==> src/rtl/hcr_pkg.sv <==
package hcr_pkg;
  localparam int DataW     = 8;
  localparam int AddrW     = 3;
  localparam int NumRegs   = 6;
  localparam int MaxDrives = 4;

  localparam logic [5:0] StInit      = 6'h16;
  localparam logic [5:0] StParity    = 6'h1C;
  localparam logic [5:0] StBadDrive  = 6'h35;
  localparam logic [5:0] StDriveBusy = 6'h37;
  localparam logic [5:0] StDoubleWr  = 6'h38;
  localparam logic [7:0] OpAck       = 8'h00;

  localparam logic [AddrW-1:0] AddrCtl  = 3'd0;
  localparam logic [AddrW-1:0] AddrData = 3'd1;

  typedef struct packed {
    logic             paramWe;
    logic [AddrW-1:0] paramIdx;
    logic             postLocal;
    logic [7:0]       localRes0;
    logic             postBackend;
  } dpStrobeT;
endpackage

==> src/rtl/hcr_strobe_sync.sv <==
module hcr_strobe_sync #(
  parameter int STAGES = 2,
  parameter int LINES  = 2
) (
  input  logic             clk,
  input  logic             rstN,
  input  logic [LINES-1:0] strobeN,
  output logic [LINES-1:0] fallPulse
);
  for (genvar i = 0; i < LINES; i++) begin : g_line
    logic [STAGES:0] shiftQ;
    always_ff @(posedge clk or negedge rstN) begin
      if (!rstN) shiftQ <= '1;
      else       shiftQ <= {shiftQ[STAGES-1:0], strobeN[i]};
    end
    assign fallPulse[i] = shiftQ[STAGES] & ~shiftQ[STAGES-1];

    // one action per low period
    a_r11_single_action: assert property (@(posedge clk) disable iff (!rstN)
      fallPulse[i] |=> !fallPulse[i]);
  end
endmodule

==> src/rtl/hcr_datapath.sv <==
module hcr_datapath
  import hcr_pkg::*;
(
  input  logic                   clk,
  input  logic                   rstN,
  input  dpStrobeT               ctl,
  input  logic [DataW-1:0]       wrData,
  input  logic [AddrW-1:0]       addr,
  input  logic [7:0]             statusByte,
  input  logic [DataW-1:0]       rdDataIn,
  input  logic [1:0]             doneDrive,
  input  logic [5:0]             doneStatus,
  input  logic [5*DataW-1:0]     doneResults,
  output logic [DataW-1:0]       dataOut,
  output logic                   parOut,
  output logic [NumRegs*DataW-1:0] paramFlat
);
  logic [DataW-1:0] paramReg  [NumRegs];
  logic [DataW-1:0] resultReg [NumRegs];

  function automatic logic [DataW-1:0] initByte(int idx);
    case (idx)
      0:       return {2'b00, StInit};
      1:       return 8'hAA;
      2:       return 8'h55;
      3:       return 8'hF0;
      4:       return 8'h0F;
      default: return 8'h00;
    endcase
  endfunction

  for (genvar i = 0; i < NumRegs; i++) begin : g_regs
    always_ff @(posedge clk or negedge rstN) begin
      if (!rstN) paramReg[i] <= '0;
      else if (ctl.paramWe && ctl.paramIdx == AddrW'(i)) paramReg[i] <= wrData;
    end
    assign paramFlat[i*DataW +: DataW] = paramReg[i];

    if (i == 0) begin : g_res0
      always_ff @(posedge clk or negedge rstN) begin
        if (!rstN)                resultReg[0] <= initByte(0);
        else if (ctl.postLocal)   resultReg[0] <= ctl.localRes0;
        else if (ctl.postBackend) resultReg[0] <= {doneDrive, doneStatus};
      end
    end else begin : g_resN
      always_ff @(posedge clk or negedge rstN) begin
        if (!rstN) resultReg[i] <= initByte(i);
        else if (ctl.postBackend && !ctl.postLocal)
          resultReg[i] <= doneResults[(i-1)*DataW +: DataW];
      end
    end
  end

  always_comb begin
    case (addr)
      AddrCtl:  dataOut = statusByte;
      AddrData: dataOut = rdDataIn;
      default:  dataOut = resultReg[addr - 3'd2];
    endcase
  end
  assign parOut = ^dataOut;

  // the two post sources never collide
  a_r7_single_post: assert property (@(posedge clk) disable iff (!rstN)
    !(ctl.postLocal && ctl.postBackend));
endmodule

==> src/rtl/hcr_ctrl.sv <==
module hcr_ctrl
  import hcr_pkg::*;
#(
  parameter int DRIVES          = 4,
  parameter int VALIDATE_CYCLES = 16
) (
  input  logic             clk,
  input  logic             rstN,
  input  logic             wrFall,
  input  logic             rdFall,
  input  logic [AddrW-1:0] addr,
  input  logic [DataW-1:0] wrData,
  input  logic             wrPar,
  input  logic             parityEn,
  input  logic [2:0]       param0Low,
  input  logic             doneValid,
  input  logic [1:0]       doneDrive,
  input  logic             doneSpecial,
  input  logic             xferReqIn,
  input  logic             xferDirIn,
  input  logic             busEnIn,
  output dpStrobeT         ctl,
  output logic [7:0]       statusByte,
  output logic             irqN,
  output logic             cmdValid,
  output logic [DataW-1:0] cmdOpcode,
  output logic             dataRdStrobe,
  output logic             dataWrStrobe
);
  localparam int CntW = $clog2(VALIDATE_CYCLES + 1);

  logic            busy, compReq, reject, special, irqEn;
  logic [CntW-1:0] busyCnt;
  logic [DataW-1:0] pendOp;
  logic [MaxDrives-1:0] driveActive;

  logic parityBad, wrCmd, wrParam, abortNow, finishNow, acceptNow, ackNow, startNow;
  logic [5:0] errCode;
  logic badDrive;

  assign parityBad = parityEn && (^{wrPar, wrData});
  assign wrCmd     = wrFall && addr == AddrCtl && !parityBad;
  assign wrParam   = wrFall && addr > AddrData && !parityBad;
  assign abortNow  = (wrFall && parityBad) || (busy && (wrCmd || wrParam));
  assign finishNow = busy && busyCnt == '0 && !abortNow;
  assign badDrive  = int'(param0Low) >= DRIVES;
  assign acceptNow = finishNow && !badDrive && !driveActive[param0Low[1:0]];
  assign ackNow    = wrCmd && !busy && wrData == OpAck;
  assign startNow  = wrCmd && !busy && wrData != OpAck;

  always_comb begin
    errCode = StDoubleWr;
    if (wrFall && parityBad) errCode = StParity;
    else if (abortNow)       errCode = StDoubleWr;
    else if (badDrive)       errCode = StBadDrive;
    else                     errCode = StDriveBusy;
    ctl             = '0;
    ctl.paramWe     = wrParam && !busy;
    ctl.paramIdx    = addr - 3'd2;
    ctl.postLocal   = abortNow || (finishNow && !acceptNow);
    ctl.localRes0   = {param0Low[1:0], errCode};
    ctl.postBackend = doneValid && !ctl.postLocal;
  end

  always_ff @(posedge clk or negedge rstN) begin
    if (!rstN) begin
      busy <= 1'b0; busyCnt <= '0; pendOp <= '0;
      compReq <= 1'b1; reject <= 1'b0; special <= 1'b0; irqEn <= 1'b0;
      driveActive <= '0; cmdValid <= 1'b0;
      dataRdStrobe <= 1'b0; dataWrStrobe <= 1'b0;
    end else begin
      cmdValid     <= acceptNow;
      dataRdStrobe <= rdFall && addr == AddrData;
      dataWrStrobe <= wrFall && addr == AddrData && !parityBad;
      if (doneValid && int'(doneDrive) < DRIVES) driveActive[doneDrive] <= 1'b0;
      if (acceptNow) driveActive[param0Low[1:0]] <= 1'b1;
      if (ackNow) begin
        compReq <= 1'b0; reject <= 1'b0; special <= 1'b0; irqEn <= 1'b1;
      end
      if (startNow) begin
        busy <= 1'b1; busyCnt <= CntW'(VALIDATE_CYCLES - 1); pendOp <= wrData;
      end else if (busy && busyCnt != '0) begin
        busyCnt <= busyCnt - 1'b1;
      end
      if (finishNow || abortNow) busy <= 1'b0;
      if (ctl.postLocal) begin
        compReq <= 1'b1; reject <= 1'b1; special <= 1'b0;
      end else if (ctl.postBackend) begin
        compReq <= 1'b1; reject <= 1'b0; special <= doneSpecial;
      end
    end
  end

  assign statusByte = {reject, compReq, special, 1'b0, busy, xferReqIn, xferDirIn, busEnIn};
  assign irqN       = ~(compReq & irqEn);
  assign cmdOpcode  = pendOp;

  // a command leaves only at the end of a busy window
  a_r2_accept_after_busy: assert property (@(posedge clk) disable iff (!rstN)
    cmdValid |-> $past(busy) && !busy);
  // an accepted drive is marked occupied
  a_r5_drive_marked: assert property (@(posedge clk) disable iff (!rstN)
    (acceptNow && !doneValid) |=> driveActive[$past(param0Low[1:0])]);
  // an error post never coincides with a forwarded command
  a_r3_abort_no_cmd: assert property (@(posedge clk) disable iff (!rstN)
    ctl.postLocal |=> !cmdValid);
  // acknowledge clears the request
  a_r8_ack_clears: assert property (@(posedge clk) disable iff (!rstN)
    (ackNow && !doneValid) |=> !compReq && !irqEn == 1'b0);
endmodule

==> src/rtl/host_cmd_regif.sv <==
module host_cmd_regif
  import hcr_pkg::*;
#(
  parameter int DRIVES          = 4,
  parameter int VALIDATE_CYCLES = 16,
  parameter int SYNC_STAGES     = 2
) (
  input  logic        clk,
  input  logic        rstN,
  input  logic [2:0]  hostAddr,
  input  logic        hostRdN,
  input  logic        hostWrN,
  input  logic [7:0]  hostDataIn,
  input  logic        hostParIn,
  output logic [7:0]  hostDataOut,
  output logic        hostParOut,
  output logic        hostIrqN,
  input  logic        parityEn,
  input  logic        xferReqIn,
  input  logic        xferDirIn,
  input  logic        busEnIn,
  input  logic [7:0]  rdDataIn,
  output logic        dataRdStrobe,
  output logic        dataWrStrobe,
  output logic        cmdValid,
  output logic [7:0]  cmdOpcode,
  output logic [47:0] cmdParams,
  input  logic        doneValid,
  input  logic [1:0]  doneDrive,
  input  logic [5:0]  doneStatus,
  input  logic        doneSpecial,
  input  logic [39:0] doneResults
);
  logic [1:0] fallPulse;
  dpStrobeT   ctl;
  logic [7:0] statusByte;

  hcr_strobe_sync #(.STAGES(SYNC_STAGES), .LINES(2)) u_sync (
    .clk(clk), .rstN(rstN), .strobeN({hostWrN, hostRdN}), .fallPulse(fallPulse));

  hcr_ctrl #(.DRIVES(DRIVES), .VALIDATE_CYCLES(VALIDATE_CYCLES)) u_ctrl (
    .clk(clk), .rstN(rstN), .wrFall(fallPulse[1]), .rdFall(fallPulse[0]),
    .addr(hostAddr), .wrData(hostDataIn), .wrPar(hostParIn), .parityEn(parityEn),
    .param0Low(cmdParams[2:0]), .doneValid(doneValid), .doneDrive(doneDrive),
    .doneSpecial(doneSpecial), .xferReqIn(xferReqIn), .xferDirIn(xferDirIn),
    .busEnIn(busEnIn), .ctl(ctl), .statusByte(statusByte), .irqN(hostIrqN),
    .cmdValid(cmdValid), .cmdOpcode(cmdOpcode), .dataRdStrobe(dataRdStrobe),
    .dataWrStrobe(dataWrStrobe));

  hcr_datapath u_dp (
    .clk(clk), .rstN(rstN), .ctl(ctl), .wrData(hostDataIn), .addr(hostAddr),
    .statusByte(statusByte), .rdDataIn(rdDataIn), .doneDrive(doneDrive),
    .doneStatus(doneStatus), .doneResults(doneResults), .dataOut(hostDataOut),
    .parOut(hostParOut), .paramFlat(cmdParams));

  // the interrupt only accompanies a pending completion
  a_r8_irq_needs_req: assert property (@(posedge clk) disable iff (!rstN)
    !hostIrqN |-> statusByte[6]);
endmodule

==> config.mk <==
export PLATFORM = sky130hd
export DESIGN_NAME = host_cmd_regif
export DESIGN_NICKNAME = d
export VERILOG_FILES = /design/src/rtl/hcr_pkg.sv /design/src/rtl/hcr_strobe_sync.sv /design/src/rtl/hcr_datapath.sv /design/src/rtl/hcr_ctrl.sv /design/src/rtl/host_cmd_regif.sv
export SDC_FILE = /design/constraint.sdc
export NUM_CORES = 1
export LEC_CHECK = 0
export CAP_MARGIN = 20
export CORE_MARGIN = 5
export CORE_UTILIZATION = 50
export CTS_CLUSTER_DIAMETER = 60
export DETAILED_ROUTE_END_ITERATION = 6
export HOLD_SLACK_MARGIN = 0.06
export MAX_ROUTING_LAYER = met4
export PLACE_DENSITY = 0.8
export SLEW_MARGIN = 20
export SYNTH_ARGS = -nofsm -noshare
export SYNTH_HDL_FRONTEND = slang
export SYNTH_SLANG_ARGS = --single-unit
==> constraint.sdc <==
create_clock -name clk -period 9 [get_ports clk]
set_input_delay 1.8 -clock clk [delete_from_list [all_inputs] [get_ports clk]]
set_output_delay 1.8 -clock clk [all_outputs]
set_load 0.01 [all_outputs]
* Word level (Yosys, flattened, before mapping)
Index checks and enable logic that the tools add are counted.
** Storage, ports and cells
- Flip-flop bits (word level) :: 127
- Input port bits :: 78
- Output and inout port bits :: 69
- Logic and storage cells :: 131
** Operators by class
- $add $sub $neg :: 2
- Order comparisons :: 7
- Equality and inequality tests :: 6
- Multiplexer cells :: 28
- Bitwise gates (word level) :: 10
- Reductions and logical operators :: 53
** Operators by type and width (count)
- $mux W8 :: 4
- $logic_and A1 B1 Y1 :: 30
- $bmux W8 S3 :: 1
- $pmux W8 S2 :: 1
- $mux W1 :: 12
- $mux W6 :: 2
- $mux W5 :: 2
- $reduce_xor A9 Y1 :: 1
- $logic_not A8 Y1 :: 1
- $mux W4 :: 2
- $reduce_bool A8 Y1 :: 1
- $reduce_xor A8 Y1 :: 1
- $logic_not A1 Y1 :: 7
- $eq A3 B1 Y1 const B :: 2
- $eq A3 B2 Y1 const B :: 2
- $eq A3 B3 Y1 const B :: 2
- $logic_not A3 Y1 :: 2
- $lt A2 B3 Y1 const B :: 2
- $reduce_bool A2 Y1 :: 3
- $logic_not A5 Y1 :: 1
- $reduce_bool A5 Y1 :: 1
- $sub A5 B1 Y5 const B :: 1
- $and A4 B4 Y4 :: 1
- $demux W1 S2 :: 2
- 14 further kinds :: 22

* Depth between registers and ports, before layout
- Word-level depth :: 18
- Depth in mapped cells :: 11
- Gate-level depth less buffers :: 8

* Cells and area by module
A second synthesis with hierarchy kept.
** Second synthesis, totals
- Cells, all modules :: 452
- Area, all modules :: 6080.8 µm²
** Modules (own cells, without submodules)
- hcr_datapath :: times used 1, cells each 297, area each 4359.2 µm², sequential area each 2426.1 µm²
- hcr_ctrl :: times used 1, cells each 147, area each 1536.5 µm², sequential area each 626.9 µm²
- hcr_strobe_sync :: times used 1, cells each 8, area each 185.2 µm², sequential area each 157.7 µm²

* Least setup slack after synthesis
Ideal clock, no wire load.
- Path kind :: input to output
- Start point :: in hostAddr[1]
- End point :: out hostParOut
- Arrival :: 4134 ps
- Required time :: 7200 ps
- Setup slack :: 3066 ps
- Stages :: 9
- Buffers on the path :: 3
- Cell sequence :: inv_1 -> clkbuf_1 -> ha_1 -> clkbuf_1 -> buf_1 -> mux4_2 -> a21o_1 -> xor2_1 -> xnor3_1
** Between the ends
- Word-level cells in the longest chain between the ends :: 7
- Elaborated cells between the ends (all ways) :: 9
- Those cells by class :: add/sub: 1; eq/ne: 1; mux: 4; bitwise: 1; reduce/logical: 2
** Ends and longest elaborated chain
- start, declared :: line host_cmd_regif.sv:10 : input logic [2:0] hostAddr,
- $sub A3 B2 Y3 :: line hcr_datapath.sv:58 : default: dataOut = resultReg[addr - 3'd2];
- $not A3 Y4 (implied by the code) :: line hcr_datapath.sv:58
- $bmux W8 S3 :: line hcr_datapath.sv:58
- $mux W8 (implied by the code) (2 in a row) :: line hcr_datapath.sv:58
- $pmux W8 S2 (*) :: line hcr_datapath.sv:55 : case (addr)
- named net hostDataOut[7] :: line host_cmd_regif.sv:15 : output logic [7:0] hostDataOut,
- $reduce_xor A8 Y1 (*) :: line hcr_datapath.sv:61 : assign parOut = ^dataOut;
- end, declared :: line host_cmd_regif.sv:16 : output logic hostParOut,
The timed path passes the listed nets; every way through them passes the cells marked *. The select of a mux whose other input is x is not followed.

* Final worst setup path
- Start point :: in hostAddr[1]
- End point :: out hostParOut
** Between the ends
- Word-level cells in the longest chain between the ends :: 7
- Elaborated cells between the ends (all ways) :: 9
- Those cells by class :: add/sub: 1; eq/ne: 1; mux: 4; bitwise: 1; reduce/logical: 2
** Ends and longest elaborated chain (line)
- $sub A3 B2 Y3 :: hcr_datapath.sv:58
- $not A3 Y4 (implied by the code) :: hcr_datapath.sv:58
- $bmux W8 S3 :: hcr_datapath.sv:58
- $mux W8 (implied by the code) (2 in a row) :: hcr_datapath.sv:58
- $pmux W8 S2 (*) :: hcr_datapath.sv:55
- $reduce_xor A8 Y1 (*) :: hcr_datapath.sv:61
Mark *: on every way between the ends. The rest lies on a longest branch, timed or not. The select of a mux whose other input is x is not followed.

==> metrics.log <==
INFO  metric drt_wl_total = 15.62 mm
INFO  metric yosys_register_bits = 127
INFO  metric finalWeightedCongestion = 0.8696
INFO  metric number_of_antenna_violations_at_the_first_check_in_global_routing = 0
INFO  metric cts.repair.resized = 0
INFO  metric clock_insertion_delay_worst_skew = 0.41 ns
INFO  metric maximum_number_of_pins_on_one_net_before_global_route_repair = 73
INFO  metric cp.required = 7.20 ns
INFO  metric worst_pin_slew = 0.8969 ns
INFO  metric dr_total_vias = 4,159
INFO  metric synth_top_area_share = 42.84%
INFO  metric worstPathCellList = clkdlybuf4s50_1, inv_1, ha_1, nand2_1, o32ai_1, a21o_1, xor2_1, xnor3_1, clkdlybuf4s50_1
INFO  metric synth.top_cells.by_area = sky130_fd_sc_hd__dfrtp_1, sky130_fd_sc_hd__dfstp_2, sky130_fd_sc_hd__mux2_4, sky130_fd_sc_hd__mux2_2, sky130_fd_sc_hd__mux4_2
INFO  metric drt-vias-per-instance = 5.560
INFO  metric yosys.cell_types.count = 61
INFO  metric finalSetupViolations = 0
INFO  metric setup_total_negative_slack = 0 ns
INFO  metric maxCapViolCount = 0
INFO  metric grt_overflow = 0
INFO  metric maximum_count_of_clock_buffers_along_a_single_path = 2
INFO  metric grtUsageTotal = 23.76%
INFO  metric drc = 0
INFO  metric hpwlAfterDp = 11.03 mm
INFO  metric drt.antenna.violating_nets = 0
INFO  metric htree_num_levels = 4
INFO  metric synth.largest_area_cell = sky130_fd_sc_hd__dfrtp_1
INFO  metric timing.critical_path.fanout_max = 16
INFO  metric port_buffers = 146
INFO  metric relSlewSlack = 40.21%
INFO  metric core = 11,520 um^2
INFO  metric achievable-frequency = 0.1318 GHz
INFO  metric synth-edff-count = 0
INFO  metric placed_cell_area = 7395 um^2
INFO  metric design.die.area = 14,070 um^2
INFO  metric syn_to_final_growth = 36.82%
INFO  metric num_antenna_cells = 0
INFO  metric synth.cell_area = 5899 um^2
INFO  metric finalHoldWorstSlack = 0.3483 ns
INFO  metric timing.clock.skew = 0.007820 ns
INFO  metric fin_nets = 677
INFO  metric leakagePower = 3.603 nW
INFO  metric die_x = 118.6 um
INFO  metric worst-setup-path-type = in -> out
INFO  metric dr_pass1_iterations = 4
INFO  metric final_max_slew_viol_count = 0
INFO  metric root_buffer = sky130_fd_sc_hd__clkbuf_16
INFO  metric cts_buffers = 17
INFO  metric cts.reportedPaths.clkPinSlew = 0.06 ns
INFO  metric crit_path_max_incr_delay = 0.88 ns
INFO  metric fp-row-count = 39
INFO  metric synthesis.nets = 534
INFO  metric fillerInstances = 782
INFO  metric synth_ff_type = sky130_fd_sc_hd__dfrtp_1
INFO  metric io_pins = 147
INFO  metric clock_period_minus_final_worst_setup_slack = 7.585 ns
INFO  metric synth.cells.most_frequent = sky130_fd_sc_hd__dfrtp_1, sky130_fd_sc_hd__nand2_1, sky130_fd_sc_hd__mux2_4
INFO  metric synth-async-reset-ratio = 100.0%
INFO  metric synth.yosys.seq_area_share = 54.42%
INFO  metric fp.dieH = 118.6 um
INFO  metric worst_setup_path_end_kind = output port
INFO  metric post_route_cells_drive_above_1_share = 24.96%
INFO  metric first_pass_grt_wire_length = 25.16 mm
INFO  metric result_of_the_run = complete, no violations
INFO  metric synthCells = 449
INFO  metric power-per-cell-area = 288.0 nW/um^2
INFO  metric grt_setup_unrepaired = no
INFO  metric post-route-period-util = 84.28%
INFO  metric crit_top_cell = sky130_fd_sc_hd__clkdlybuf4s50_1
INFO  metric yosysWarningCount = 0
INFO  metric worstHoldPathType = reg -> reg
INFO  metric per_cell_routed_wire_length = 20.88 um
INFO  metric post_cts_buffers = 0
INFO  metric final_util = 70.09%
INFO  metric syn-mean-instance-area = 13.14 um^2
INFO  metric start_kind = input pin
INFO  metric placed_cells = 716
INFO  metric start_util = 51.23%
INFO  metric tritoncts_clock_tree = done
INFO  metric final_cell_area = 8071 um^2
INFO  metric initialDrtViolationCount = 297
INFO  metric final_hold_viol_count = 0
INFO  metric via_count_of_the_first_global_routing_pass = 4,470
INFO  metric layoutNonFillerInstCount = 748
INFO  metric num_clock_sinks = 127
INFO  metric worst_ep_arrival_time = 5.79 ns
INFO  metric worst_ir_drop_vdd = 226.0 uV
INFO  metric synth_most_common_cell = sky130_fd_sc_hd__dfrtp_1
INFO  metric hold_buffers = 0
INFO  metric crit_path_top_delay_cell = sky130_fd_sc_hd__clkdlybuf4s50_1
per-stage QoR:
step / worst slack, ns / power [mW]
after floorplan: 3.066 / 1.177
after global placement: 1.728 / 1.519
after detailed placement: 1.493 / 1.546
after CTS: 1.494 / 2.345
after global routing: 1.263 / 2.439
final: 1.415 / 2.325
flip-flops by register name, indices dropped and copies added, names as in the netlist:
name	count
u_ctrl.irqEn	1
u_ctrl.reject	1
u_sync.g_line.shiftQ	6
u_dp.resultReg	48
u_ctrl.driveActive	4
u_ctrl.compReq	1
u_ctrl.cmdOpcode	8
u_ctrl.busy	1
u_dp.paramFlat	48
u_ctrl.busyCnt	5
u_ctrl.special	1
u_ctrl.dataWrStrobe	1
u_ctrl.dataRdStrobe	1
u_ctrl.cmdValid	1
final timing paths:
path	to	cells past startpoint	slack [ns]	startpoint
max	hostParOut	9	1.41	hostAddr[1]
min	u_sync.g_line[0].shiftQ[1]	0	0.35	u_sync.g_line[0].shiftQ[0]
max reg2reg	u_dp.resultReg[16]	9	5.29	u_ctrl.busyCnt[0]
min reg2reg	u_sync.g_line[0].shiftQ[1]	0	0.35	u_sync.g_line[0].shiftQ[0]
max in group asynchronous	u_dp.resultReg[19]	2	6.17	rstN
min in group asynchronous	u_dp.resultReg[5]	1	1.44	rstN
area by class of cell:
| cell class | count | area (um^2) | area share (%) |
|---|---|---|---|
| sequential | 127 | 3211 | 39.78 |
| multi-input combinational | 281 | 2472 | 30.63 |
| timing repair buffer | 148 | 1469 | 18.20 |
| clock buffer | 19 | 442.9 | 5.488 |
| clock inverter | 13 | 234.0 | 2.899 |
| tap | 143 | 178.9 | 2.217 |
| inverter | 17 | 63.81 | 0.7906 |
layer usage:
metal	part of all wire [%]	GRT usage, %
met2	48	36.80
met3	6.9	8.309
met1	43	29.26
met5	0	-
met4	2.2	7.893
worst max-delay path: cells and delay by family:
kind,cells,cell delay [ns]
buf+inv,3,1.77
xor+xnor,2,0.61
fa+ha+maj,1,0.80
simple gates,1,0.27
compound gates,2,0.53
power by group:
group	total, mW	internal [mW]	switching, mW
Sequential	0.860	0.742	0.118
Combinational	0.682	0.403	0.279
Clock	0.782	0.528	0.254
kinds of logic (layout without fill, tap and decap cells):
group | count (synthesis) | count (layout) | synth area share [%]
buf+inv | 41 | 197 | 3.669
fa+ha+maj | 7 | 7 | 1.485
flops | 127 | 127 | 54.42
compound gates | 75 | 75 | 8.251
xor+xnor | 12 | 12 | 2.397
mux | 91 | 91 | 21.72
simple gates | 96 | 96 | 8.060
cell usage in the layout (no fill, tap or decap), drive strengths merged, types with 5 or more instances in the layout:
master and n:
mux4 11, nand3 5, o21ai 39, ha 7
xnor2 6, inv 18, nand2 52, clkdlybuf4s50 144
clkbuf 19, dfstp 26, mux2 66, clkinv 6
nor2 11, dfrtp 101, mux2i 14, a21oi 5
bufinv 6
Power figures use the tool's default switching activity.
